[src/rtl/lirq_pkg.sv]
package lirq_pkg;
   typedef enum logic [1:0] {
      REG_PEND = 2'd0,
      REG_MASK = 2'd1,
      REG_CTRL = 2'd2,
      REG_PRIO = 2'd3
   } lirq_reg_e;

   localparam int CTRL_MODE_BIT = 0;
   localparam int CTRL_GRP_LSB  = 1;
endpackage

[src/rtl/lirq_sync.sv]
module lirq_sync #(
   parameter int   WIDTH   = 1,
   parameter int   STAGES  = 2,
   parameter logic RST_VAL = 1'b0
) (
   input  logic             clk,
   input  logic             rst_n,
   input  logic [WIDTH-1:0] d_i,
   output logic [WIDTH-1:0] q_o
);
   if (STAGES < 2) begin : g_bad_stages
      $error("lirq_sync: STAGES must be at least 2");
   end
   if (WIDTH < 1) begin : g_bad_width
      $error("lirq_sync: WIDTH must be at least 1");
   end

   logic [WIDTH-1:0] stg_q [STAGES];

   always_ff @(posedge clk or negedge rst_n) begin
      if (!rst_n) begin
         for (int k = 0; k < STAGES; k++) stg_q[k] <= {WIDTH{RST_VAL}};
      end else begin
         stg_q[0] <= d_i;
         for (int k = 1; k < STAGES; k++) stg_q[k] <= stg_q[k-1];
      end
   end

   assign q_o = stg_q[STAGES-1];
endmodule

[src/rtl/lirq_pend.sv]
module lirq_pend #(
   parameter int NUM_SRC = 4
) (
   input  logic               clk,
   input  logic               rst_n,
   input  logic [NUM_SRC-1:0] act_i,
   input  logic [NUM_SRC-1:0] mask_i,
   input  logic               transparent_i,
   input  logic               accept_i,
   input  logic [NUM_SRC-1:0] swclr_i,
   output logic [NUM_SRC-1:0] pend_o
);
   for (genvar i = 0; i < NUM_SRC; i++) begin : g_bit
      logic bit_q;
      logic set_w;
      logic clr_w;

      always_comb begin
         set_w = act_i[i] & ~mask_i[i];
         clr_w = accept_i | swclr_i[i] | mask_i[i];
      end

      always_ff @(posedge clk or negedge rst_n) begin
         if (!rst_n) begin
            bit_q <= 1'b0;
         end else if (transparent_i) begin
            bit_q <= act_i[i];
         end else begin
            bit_q <= set_w | (bit_q & ~clr_w);
         end
      end

      assign pend_o[i] = bit_q;
   end
endmodule

[src/rtl/lirq_enc.sv]
module lirq_enc #(
   parameter int LVL_W  = 4,
   parameter int GROUPS = 2,
   parameter int GSEL_W = 1,
   parameter int STAGES = 2
) (
   input  logic                    clk,
   input  logic                    rst_n,
   input  logic [GROUPS*LVL_W-1:0] bus_n_i,
   input  logic [GSEL_W-1:0]       grp_i,
   output logic [LVL_W-1:0]        lvl_o
);
   logic [LVL_W-1:0] sel_n;
   logic [LVL_W-1:0] sync_n;
   logic [LVL_W-1:0] prev_q;
   logic [LVL_W-1:0] lvl_q;

   always_comb begin
      sel_n = '1;
      for (int g = 0; g < GROUPS; g++) begin
         if (grp_i == GSEL_W'(g)) sel_n = bus_n_i[g*LVL_W +: LVL_W];
      end
   end

   lirq_sync #(
      .WIDTH  (LVL_W),
      .STAGES (STAGES),
      .RST_VAL(1'b1)
   ) sync_i (
      .clk  (clk),
      .rst_n(rst_n),
      .d_i  (sel_n),
      .q_o  (sync_n)
   );

   always_ff @(posedge clk or negedge rst_n) begin
      if (!rst_n) begin
         prev_q <= '1;
         lvl_q  <= '0;
      end else begin
         prev_q <= sync_n;
         if (sync_n == prev_q) lvl_q <= ~sync_n;
      end
   end

   assign lvl_o = lvl_q;
endmodule

[src/rtl/lirq_regs.sv]
module lirq_regs
   import lirq_pkg::*;
#(
   parameter int NUM_SRC  = 4,
   parameter int DATA_W   = 8,
   parameter int LVL_W    = 4,
   parameter int GSEL_W   = 1,
   parameter int PRIO_RST = 8
) (
   input  logic               clk,
   input  logic               rst_n,
   input  logic               we_i,
   input  logic [1:0]         addr_i,
   input  logic [DATA_W-1:0]  wdata_i,
   input  logic [NUM_SRC-1:0] pend_i,
   output logic [NUM_SRC-1:0] mask_o,
   output logic               transparent_o,
   output logic [GSEL_W-1:0]  grp_o,
   output logic [LVL_W-1:0]   prio_o,
   output logic [NUM_SRC-1:0] swclr_o,
   output logic [DATA_W-1:0]  rdata_o
);
   localparam int CTRL_W = 1 + GSEL_W;

   logic [NUM_SRC-1:0] mask_q;
   logic               mode_q;
   logic [GSEL_W-1:0]  grp_q;
   logic [LVL_W-1:0]   prio_q;
   logic [CTRL_W-1:0]  ctrl_w;
   lirq_reg_e          addr_e;

   assign addr_e = lirq_reg_e'(addr_i);

   always_ff @(posedge clk or negedge rst_n) begin
      if (!rst_n) begin
         mask_q <= '0;
         mode_q <= 1'b0;
         grp_q  <= '0;
         prio_q <= LVL_W'(PRIO_RST);
      end else if (we_i) begin
         case (addr_e)
            REG_MASK: mask_q <= wdata_i[NUM_SRC-1:0];
            REG_CTRL: begin
               mode_q <= wdata_i[CTRL_MODE_BIT];
               grp_q  <= wdata_i[CTRL_GRP_LSB +: GSEL_W];
            end
            REG_PRIO: prio_q <= wdata_i[LVL_W-1:0];
            default:  ;
         endcase
      end
   end

   assign swclr_o = (we_i && addr_e == REG_PEND) ? ~wdata_i[NUM_SRC-1:0] : '0;
   assign ctrl_w  = {grp_q, mode_q};

   always_comb begin
      case (addr_e)
         REG_PEND: rdata_o = DATA_W'(pend_i);
         REG_MASK: rdata_o = DATA_W'(mask_q);
         REG_CTRL: rdata_o = DATA_W'(ctrl_w);
         default:  rdata_o = DATA_W'(prio_q);
      endcase
   end

   assign mask_o        = mask_q;
   assign transparent_o = mode_q;
   assign grp_o         = grp_q;
   assign prio_o        = prio_q;
endmodule

[src/rtl/lvl_irq_capture.sv]
module lvl_irq_capture #(
   parameter int NUM_SRC  = 4,
   parameter int DATA_W   = 8,
   parameter int LVL_W    = 4,
   parameter int GROUPS   = 2,
   parameter int STAGES   = 2,
   parameter int PRIO_RST = 8
) (
   input  logic                    clk,
   input  logic                    rst_n,
   input  logic [NUM_SRC-1:0]      irq_n_i,
   input  logic [GROUPS*LVL_W-1:0] enc_bus_n_i,
   input  logic                    accept_i,
   input  logic                    reg_we_i,
   input  logic [1:0]              reg_addr_i,
   input  logic [DATA_W-1:0]       reg_wdata_i,
   output logic [DATA_W-1:0]       reg_rdata_o,
   output logic                    irq_req_o,
   output logic [LVL_W-1:0]        irq_level_o
);
   localparam int GSEL_W = (GROUPS > 1) ? $clog2(GROUPS) : 1;

   if (NUM_SRC < 1 || NUM_SRC > DATA_W) begin : g_bad_src
      $error("lvl_irq_capture: NUM_SRC must lie in 1..DATA_W");
   end
   if (LVL_W > DATA_W || 1 + GSEL_W > DATA_W) begin : g_bad_data
      $error("lvl_irq_capture: DATA_W too narrow for level or control fields");
   end
   if (GROUPS < 1) begin : g_bad_groups
      $error("lvl_irq_capture: GROUPS must be at least 1");
   end
   if (PRIO_RST < 0 || PRIO_RST >= (1 << LVL_W)) begin : g_bad_prio
      $error("lvl_irq_capture: PRIO_RST out of range for LVL_W");
   end

   logic [NUM_SRC-1:0] sync_n_w;
   logic [NUM_SRC-1:0] act_w;
   logic [NUM_SRC-1:0] pend_w;
   logic [NUM_SRC-1:0] mask_w;
   logic [NUM_SRC-1:0] swclr_w;
   logic               transparent_w;
   logic [GSEL_W-1:0]  grp_w;
   logic [LVL_W-1:0]   prio_w;
   logic [LVL_W-1:0]   enc_lvl_w;
   logic               disc_any_w;
   logic [LVL_W-1:0]   disc_lvl_w;

   lirq_sync #(
      .WIDTH  (NUM_SRC),
      .STAGES (STAGES),
      .RST_VAL(1'b1)
   ) pin_sync_i (
      .clk  (clk),
      .rst_n(rst_n),
      .d_i  (irq_n_i),
      .q_o  (sync_n_w)
   );

   assign act_w = ~sync_n_w;

   lirq_regs #(
      .NUM_SRC (NUM_SRC),
      .DATA_W  (DATA_W),
      .LVL_W   (LVL_W),
      .GSEL_W  (GSEL_W),
      .PRIO_RST(PRIO_RST)
   ) regs_i (
      .clk          (clk),
      .rst_n        (rst_n),
      .we_i         (reg_we_i),
      .addr_i       (reg_addr_i),
      .wdata_i      (reg_wdata_i),
      .pend_i       (pend_w),
      .mask_o       (mask_w),
      .transparent_o(transparent_w),
      .grp_o        (grp_w),
      .prio_o       (prio_w),
      .swclr_o      (swclr_w),
      .rdata_o      (reg_rdata_o)
   );

   lirq_pend #(
      .NUM_SRC(NUM_SRC)
   ) pend_i (
      .clk          (clk),
      .rst_n        (rst_n),
      .act_i        (act_w),
      .mask_i       (mask_w),
      .transparent_i(transparent_w),
      .accept_i     (accept_i),
      .swclr_i      (swclr_w),
      .pend_o       (pend_w)
   );

   lirq_enc #(
      .LVL_W (LVL_W),
      .GROUPS(GROUPS),
      .GSEL_W(GSEL_W),
      .STAGES(STAGES)
   ) enc_i (
      .clk    (clk),
      .rst_n  (rst_n),
      .bus_n_i(enc_bus_n_i),
      .grp_i  (grp_w),
      .lvl_o  (enc_lvl_w)
   );

   assign disc_any_w  = |(pend_w & ~mask_w);
   assign disc_lvl_w  = disc_any_w ? prio_w : '0;
   assign irq_level_o = (enc_lvl_w > disc_lvl_w) ? enc_lvl_w : disc_lvl_w;
   assign irq_req_o   = disc_any_w | (|enc_lvl_w);
endmodule

[config.mk]
export PLATFORM = sky130hd
export DESIGN_NAME = lvl_irq_capture
export DESIGN_NICKNAME = d
export VERILOG_FILES = /design/src/rtl/lirq_pkg.sv /design/src/rtl/lirq_sync.sv /design/src/rtl/lirq_pend.sv /design/src/rtl/lirq_enc.sv /design/src/rtl/lirq_regs.sv /design/src/rtl/lvl_irq_capture.sv
export SDC_FILE = /design/constraint.sdc
export NUM_CORES = 1
export LEC_CHECK = 0
export BUFFER_PORTS_ARGS = -buffer_cell sky130_fd_sc_hd__clkbuf_2
export CAP_MARGIN = 20
export CORE_ASPECT_RATIO = 1.25
export CORE_MARGIN = 2
export CORE_UTILIZATION = 30
export DETAILED_ROUTE_END_ITERATION = 10
export PLACE_DENSITY = 0.61
export SLEW_MARGIN = 20
export SYNTH_ARGS = -nofsm -noshare
export SYNTH_HDL_FRONTEND = slang
export SYNTH_SLANG_ARGS = --single-unit
[constraint.sdc]
create_clock -name clk -period 2.1 [get_ports clk]
set_clock_uncertainty 0.05 [all_clocks]
set_input_delay 0.105 -clock clk [delete_from_list [all_inputs] [get_ports clk]]
set_output_delay 0.105 -clock clk [all_outputs]
set_load 0.02 [all_outputs]
Yosys cells after proc, flatten, opt, wreduce, memory -nomap -nowiden
Cells that the tools add are included.
{ "op_classes": {"mux": 9, "n_eq_ne": 4, "order_cmp": 1, "reduce_logical": 7, "n_bitwise": 34} }
{ "ops": {"columns": ["op", "n"], "rows": [
  ["$mux W4", 4],
  ["$not A4 Y4", 4],
  ["$or A1 B1 Y1", 13],
  ["$pmux W4 S3", 1],
  ["$and A1 B1 Y1", 8],
  ["$not A1 Y1", 8],
  ["$reduce_or A4 Y1", 2],
  ["$reduce_and A2 Y1", 3],
  ["$and A4 B4 Y4", 1],
  ["$eq A2 B2 Y1 const B", 2],
  ["$eq A4 B4 Y1", 1],
  ["$gt A4 B4 Y1", 1],
  ["$mux W1", 4],
  ["$eq A2 B1 Y1 const B", 1],
  ["$logic_not A2 Y1", 1],
  ["$logic_and A1 B1 Y1", 1]
]} }
{ "totals": {"in_bits": 26, "word_cells": 69, "register_bits": 38, "out_inout_bits": 13} }

Logic depth before layout (Yosys ltp)
Gate-level depths: netlist (run 1).
{ "logic_depth": {"depth_word": 9, "depth_mapped": 8, "mapped_depth_nobuf": 8} }

Hierarchy
Synthesis (run 1) repeated with hierarchy kept, for this count alone.
{ "unflattened": {"cells_unflattened": 141, "hier_area_um2": 1880.6} }
{ "modules_own_cells": {"columns": ["mod", "area_each_um2", "cells_each", "instances", "seq_area_each_um2"], "rows": [
  ["lirq_regs", 573.0, 42, 1, 251.5],
  ["lirq_sync", 240.2, 12, 2, 210.2],
  ["lirq_enc", 352.8, 25, 1, 205.2],
  ["lvl_irq_capture", 270.3, 33, 1, 0.0],
  ["lirq_pend", 203.9, 17, 1, 100.1]
]} }

Least setup slack after synthesis (run 1)
No wires, ideal clock.
{ "synth_timing": {"path_kind": "reg2out", "start": "register regs_i.mask_q[3] (netlist: regs_i.mask_o[3])", "end": "output port irq_level_o[1]", "n_path_buf": 0, "stages_incl_launch_ff": 9, "required_time_ns": 1.945, "arrival_ns": 1.991, "path_slack_ns": -0.046, "path_cell_list": "dfrtp_1 -> or2b_1 -> o2111ai_4 -> nand2_1 -> ha_1 -> nor2b_1 -> o21ai_1 -> a21oi_2 -> mux2i_1"} }
{ "synth_via": {"elab_chain_cells": 6} }
{ "synth_rtl": {"columns": ["element", "line", "text"], "rows": [
  ["start: declaration", "lirq_regs.sv:25", "logic [NUM_SRC-1:0] mask_q;"],
  ["start signal: assignment", "lirq_regs.sv:42", "REG_MASK: mask_q <= wdata_i[NUM_SRC-1:0];"],
  ["$not A4 Y4 *", "lvl_irq_capture.sv:108", "assign disc_any_w = |(pend_w & ~mask_w);"],
  ["$and A4 B4 Y4 *", "lvl_irq_capture.sv:108", null],
  ["$reduce_or A4 Y1 *", "lvl_irq_capture.sv:108", null],
  ["$mux W4 *", "lvl_irq_capture.sv:109", "assign disc_lvl_w = disc_any_w ? prio_w : '0;"],
  ["$gt A4 B4 Y1", "lvl_irq_capture.sv:110", "assign irq_level_o = (enc_lvl_w > disc_lvl_w) ? enc_lvl_w : disc_lvl_w;"],
  ["$mux W4 *", "lvl_irq_capture.sv:110", null],
  ["end: declaration", "lvl_irq_capture.sv:19", "output logic [LVL_W-1:0] irq_level_o"]
]} }
Mark *: on every way between the ends. The rest lies on a longest branch, timed or not.

Worst setup path after layout (run 1)
{ "layout_timing": {"start": "register regs_i.mask_q[3] (netlist: regs_i.mask_o[3])", "end": "output port irq_level_o[0]"} }
The elaborated chain is that of the path after synthesis.

==> impl_metrics.py, run 1 <==
metrics = {
    "die": {
        "dieWidth_microns": 71.0,
        "row_count": 30,
        "die_height_microns": 87.7,
        "initial_utilization_pct": 31.1,
        "ios": 39,
        "dieArea_sq_um": 6230,
        "core_sq_um": 5410,
    },
    "logic_synthesis": {
        "synthMuxAreaShare_pct": 16.3,
        "syn-instance-count": 125,
        "synth_area_sq_um": 1680,
        "synthXorXnorAreaFrac_pct": 2.08,
        "synth_top_family_by_area": "multiplexers",
        "ys_ff_latch": 38,
        "synth_compound_area_share_pct": 7.88,
        "synthesis.yosys.warnings": 0,
        "postSynthAreaPerCell_sq_um": 13.5,
        "synthSimpleGateAreaFrac_pct": 9.00,
        "synthAdderAreaFrac_pct": 2.97,
        "ys_seq_area_share_pct": 58.1,
        "yosysUniqueCellTypes": 30,
    },
    "setup_path": {
        "cp_data_arrival_time_ns": 2.33,
        "cp_max_fo": 5,
        "worst_ep_required_time_ns": 1.95,
        "crit_path_end_kind": "output port",
        "path_class": "register to output port",
        "rrSetupSlack_ns": 0.79,
        "worst_r2r_path_depth": 4,
        "worstSetupStartpointType": "register",
    },
    "finish": {
        "layout_commonest_cell": "clkbuf_2",
        "final_area_sq_um": 2260,
        "drive_gt1_share_pct": 58.3,
        "layout_common_cells": "26 x clkbuf_2, 22 x buf_4, 21 x dfstp_2, 17 x dfrtp_1, 16 x mux2_2",
        "diodes": 0,
        "n_fill_cell": 514,
        "area_growth_pct": 34.1,
        "nets": 216,
    },
    "hold_path": {
        "whs_path_depth": 2,
        "min_path_type": "input port to register",
    },
    "place": {
        "dpl_cell_area_sq_um": 2000,
        "place.gp.congestion": 0.794,
        "dpl_worst_slack_ns": -0.118,
        "hpwl_microns": 2270,
        "io_buffers": 30,
    },
    "run_status": {
        "violations": "negative setup slack",
        "outcome": "finished, violations left",
    },
    "cts": {
        "clk_path_buf_depth": 2,
        "clock_sinks": 38,
        "clk_latency_ns": 0.28,
        "cts_tree": "yes",
        "root_buffer": "clkbuf_8",
        "cts_max_level": 2,
        "cts_made_buffers": 5,
        "clk_pin_slew_ns": 0.07,
    },
    "flow_run": {
        "maxCapViolations": 0,
    },
    "route": {
        "ant_nets": 0,
        "drt-total-wl_microns": 3150,
        "route.vias.total": 1129,
        "drtIter0Drc": 27,
        "wire_per_inst_microns": 12.6,
        "vias_per_cell": 4.50,
        "drtPass1Iterations": 4,
        "route.detailed.drc": 0,
    },
    "sta": {
        "hold_slack_ns": 0.00507,
        "tightestPinTransition_ns": 0.646,
        "slew_headroom_pct": 56.9,
        "grt_setup_unrepaired": "true",
        "setup_viol": 4,
        "fin_ws_ns": -0.389,
        "layout_min_cycle_time_ns": 2.49,
        "post-route-period-util_pct": 119,
        "fmax_ghz": 0.402,
        "finalSetupTns_ns": -1.37,
        "slew_viol_final": 0,
        "hold_viol_final": 0,
    },
    "power": {
        "leakage_nw": 0.989,
        "power_density_nw_per_um2": 1160,
        "irDropWorstVdd_mv": 0.498,
    },
    "global_route": {
        "antenna_found_initial": 0,
        "track_usage_pct": 11.2,
        "grt_pass1_vias": 1148,
        "grt-ovfl-total": 0,
        "grt_max_degree": 28,
        "grt_first_pass_wirelength_microns": 5360,
    },
}
==> sequential cells by signal, indices dropped and copies added (netlist names) <==
signal,cells
enc_i.lvl_o,4
enc_i.prev_q,4
enc_i.sync_i.q_o,4
enc_i.sync_i.stg_q,4
pend_i.g_bit.bit_q,4
pin_sync_i.q_o,4
pin_sync_i.stg_q,4
regs_i.mask_o,4
regs_i.prio_o,4
regs_i.grp_o,1
regs_i.transparent_o,1
==> final cells by class <==
class	instances	area, sq um	area share (%)
clock buffer	7	76.3	3.38
inverter	5	18.8	0.831
timing repair buffer	57	392	17.4
clock inverter	1	7.51	0.333
sequential	38	977	43.3
tap	64	80.1	3.55
multi-input combinational	79	706	31.3
==> cells in the mapped netlist <==
cell type | instances | area [sq um]
dfstp_2 | 21 | 552
nor2_1 | 4 | 15.0
nand4b_1 | 1 | 8.76
mux4_1 | 1 | 26.3
nand4_1 | 2 | 12.5
o2111ai_4 | 1 | 26.3
nand2_1 | 8 | 30.0
mux2i_1 | 3 | 30.0
a21oi_1 | 4 | 20.0
o21ai_0 | 5 | 25.0
inv_1 | 5 | 18.8
a21oi_2 | 1 | 8.76
dfrtp_1 | 17 | 425
xnor2_1 | 4 | 35.0
nand2b_2 | 2 | 17.5
buf_4 | 4 | 30.0
and2_4 | 1 | 8.76
nand3_1 | 1 | 5.00
nand3b_1 | 2 | 15.0
ha_1 | 4 | 50.1
mux4_2 | 1 | 22.5
mux2_4 | 1 | 15.0
or2b_1 | 1 | 7.51
o21ai_1 | 1 | 5.00
mux2_2 | 16 | 180
conb_1 | 1 | 3.75
nor2b_1 | 5 | 31.3
buf_2 | 2 | 10.0
o211ai_1 | 4 | 30.0
a22o_1 | 2 | 17.5
==> logic make-up (layout without fill, tap and decap cells) <==
group                    after synthesis  in the layout
multiplexers                          22             22
XOR/XNOR                               4              4
AND/OR/NAND/NOR                       27             27
buffers and inverters                 11             70
other                                  1              4
adder cells (fa/ha/maj)                4              4
AO/OA/AOI/OAI                         18             18
flip-flops                            38             38
==> path summary, 6_finish.rpt <==
| path | to | start |
|---|---|---|
| min in group asynchronous | pend_i.g_bit[2].bit_q | rst_n |
| max in group asynchronous | enc_i.sync_i.q_o[1] | rst_n |
| setup / recovery | irq_level_o[0] | regs_i.mask_o[3] |
| hold / removal | enc_i.sync_i.stg_q[4] | enc_bus_n_i[0] |
| setup reg to reg | enc_i.lvl_o[2] | enc_i.sync_i.q_o[2] |
| hold reg to reg | enc_i.sync_i.q_o[0] | enc_i.sync_i.stg_q[4] |
==> stage by stage <==
step,util [%],total power [mW],std cells
2_1_floorplan,-,1.62,128
4_1_cts,41.4,2.58,251
3_3_place_gp,37.0,1.93,230
5_1_grt,41.8,2.78,251
3_5_place_dp,37.0,1.95,230
6_report,41.8,2.61,251
==> power breakdown <==
part / total [mW] / leakage, nW / internal, mW / switching [mW]
Sequential: 1.01 / 0.424 / 0.894 / 0.113
Combinational: 1.13 / 0.527 / 0.629 / 0.505
Clock: 0.470 / 0.0385 / 0.234 / 0.235
==> layer usage <==
| metal | part of all wire (%) | track usage (%) |
|---|---|---|
| met1 | 45 | 14.1 |
| met2 | 50 | 18.1 |
| met3 | 3.9 | 3.22 |
| met4 | 1.8 | 4.63 |
| met5 | 0 | 0 |
==> repair_timing <==
item                                    CTS  global route
setup buffers                             6             0
hold buffers                              7             0
pin swaps                                 3             2
endpoints found under the setup margin    4             4
cloned                                    0             0
hold endpoints to repair                 23             0
gates resized for setup                  11             6
==> worst max-delay path, cell delays in order (launching register included) <==
cell       delay, ns
dfrtp_1         0.38
or2b_1          0.25
o2111ai_4       0.11
nand2_2         0.13
ha_4            0.28
nor2b_1         0.12
o21ai_1         0.08
a21oi_2         0.13
buf_6           0.14
mux2_4          0.30
buf_8           0.13
No activity file was read; power rests on OpenSTA's default activity.
==> run 2: changes to the inputs <==
==> constraint.sdc (replaced) <==
create_clock -name clk -period 2.1 [get_ports clk]
set_clock_uncertainty 0.05 [all_clocks]
set_input_delay 0.105 -clock clk [delete_from_list [all_inputs] [get_ports clk]]
set_output_delay 0.105 -clock clk [all_outputs]
set_load 0.05 [all_outputs]
==> impl_metrics.py, run 2 (same netlist as run 1, synthesis figures left out) <==
metrics = {
    "run_status": {
        "outcome": "finished, violations left",
        "violations": "negative setup slack",
    },
    "route": {
        "route.detailed.drc": 0,
        "drtPass1Iterations": 4,
        "drtIter0Drc": 33,
        "wire_per_inst_microns": 13.1,
        "drt-total-wl_microns": 3330,
        "ant_nets": 0,
        "vias_per_cell": 4.57,
        "route.vias.total": 1166,
    },
    "setup_path": {
        "crit_path_end_kind": "output port",
        "cp_max_fo": 5,
        "path_class": "register to output port",
        "cp_data_arrival_time_ns": 2.37,
        "worst_r2r_path_depth": 2,
        "worstSetupStartpointType": "register",
        "worstReg2RegStart": "regs_i.grp_o",
        "rrSetupSlack_ns": 0.60,
        "reg2reg_to": "enc_i.sync_i.stg_q[4]",
        "worst_ep_required_time_ns": 1.95,
    },
    "sta": {
        "grt_setup_unrepaired": "true",
        "fin_ws_ns": -0.430,
        "hold_slack_ns": 0.00193,
        "hold_viol_final": 0,
        "slew_viol_final": 0,
        "tightestPinTransition_ns": 0.888,
        "finalSetupTns_ns": -1.63,
        "slew_headroom_pct": 40.8,
        "fmax_ghz": 0.395,
        "setup_viol": 4,
        "layout_min_cycle_time_ns": 2.53,
        "post-route-period-util_pct": 120,
    },
    "die": {
        "initial_utilization_pct": 31.1,
        "ios": 39,
        "dieArea_sq_um": 6230,
        "die_height_microns": 87.7,
        "row_count": 30,
        "core_sq_um": 5410,
        "dieWidth_microns": 71.0,
    },
    "global_route": {
        "grt_pass1_vias": 1269,
        "grt_max_degree": 39,
        "grt-ovfl-total": 0,
        "grt_first_pass_wirelength_microns": 5620,
        "track_usage_pct": 11.6,
        "antenna_found_initial": 0,
    },
    "finish": {
        "nets": 220,
        "area_growth_pct": 46.8,
        "layout_common_cells": "26 x clkbuf_2, 21 x dfstp_2, 18 x buf_4, 17 x dfrtp_1, 16 x mux2_2",
        "diodes": 0,
        "layout_commonest_cell": "clkbuf_2",
        "drive_gt1_share_pct": 59.7,
        "n_fill_cell": 496,
        "final_util_pct": 45.7,
    },
    "hold_path": {
        "min_to": "enc_i.sync_i.stg_q[6]",
        "hold_start": "enc_bus_n_i[6]",
        "whs_path_depth": 2,
        "min_path_type": "input port to register",
    },
    "cts": {
        "cts_made_buffers": 5,
        "cts_tree": "yes",
        "clk_path_buf_depth": 2,
        "clk_latency_ns": 0.29,
        "cts_max_level": 2,
        "root_buffer": "clkbuf_8",
        "clock_sinks": 38,
        "clk_pin_slew_ns": 0.08,
    },
    "power": {
        "irDropWorstVdd_mv": 0.650,
        "leakage_nw": 1.06,
        "power_density_nw_per_um2": 1440,
    },
    "flow_run": {
        "maxCapViolations": 0,
    },
    "place": {
        "hpwl_microns": 2320,
        "io_buffers": 30,
        "place.gp.congestion": 0.769,
    },
}
==> run 2: how the worst max path moves through the flow <==
| stage | slack (ns) | endpoint | start | depth (start not counted) |
|---|---|---|---|---|
| after floorplan | -0.17 | irq_level_o[1] | regs_i.mask_o[3] | 8 |
| after CTS | -0.46 | irq_level_o[2] | regs_i.mask_o[3] | 10 |
| after global routing | -0.56 | irq_level_o[2] | regs_i.mask_o[3] | 10 |
| final | -0.43 | irq_level_o[2] | regs_i.mask_o[3] | 10 |
| after detailed placement | -0.18 | irq_level_o[2] | pend_i.g_bit[3].bit_q | 10 |
| after global placement | -0.11 | irq_level_o[0] | pend_i.g_bit[3].bit_q | 9 |
==> run 2: through the flow <==
| step | instance area (sq um) | cells | power [mW] | setup slack (ns) |
|---|---|---|---|---|
| finish | 2470 | 255 | 3.56 | -0.430 |
| global route | 2470 | 255 | 3.75 | -0.559 |
| CTS | 2400 | 252 | 3.46 | -0.457 |
| detailed placement | 2110 | 231 | 2.59 | -0.177 |
| global placement | 2110 | 231 | 2.57 | -0.114 |
| floorplan | 1750 | 128 | 1.98 | -0.170 |
==> run 2: layout make-up <==
cell class	instances	area, sq um	share of cell area (%)
clock buffer	5	68.8	2.79
clock inverter	3	68.8	2.79
inverter	5	18.8	0.760
multi-input combinational	79	776	31.4
sequential	38	977	39.6
tap	64	80.1	3.24
timing repair buffer	61	480	19.5
==> run 2: repair_timing <==
action,in CTS,in global routing
hold endpoints to repair,25,0
cloned,0,0
setup endpoints to repair,4,4
gates resized for setup,7,5
buffers inserted,1,3
pin swaps,2,4
hold buffers,12,0
==> run 2: critical path, stage by stage, from the launching register on <==
cell	delay (ns)
dfrtp_1	0.39
or2b_1	0.25
o2111ai_4	0.11
nand2_2	0.12
ha_4	0.28
nor2b_4	0.13
o21ai_2	0.07
a21oi_4	0.18
buf_12	0.15
mux2i_4	0.24
buf_12	0.16
==> run 2: per-layer routing <==
layer,up-vias,part of all wire [%],global-route usage [%]
li1,563,-,-
met1,563,39,13.0
met2,35,54,21.2
met3,5,4.9,3.34
met4,0,1.5,4.12
met5,-,0,0
==> run 2: where the power goes <==
| group | leakage (nW) | internal (mW) | switching [mW] |
|---|---|---|---|
| sequential | 0.424 | 0.894 | 0.116 |
| combinational | 0.570 | 0.951 | 0.860 |
| clock | 0.0683 | 0.476 | 0.260 |
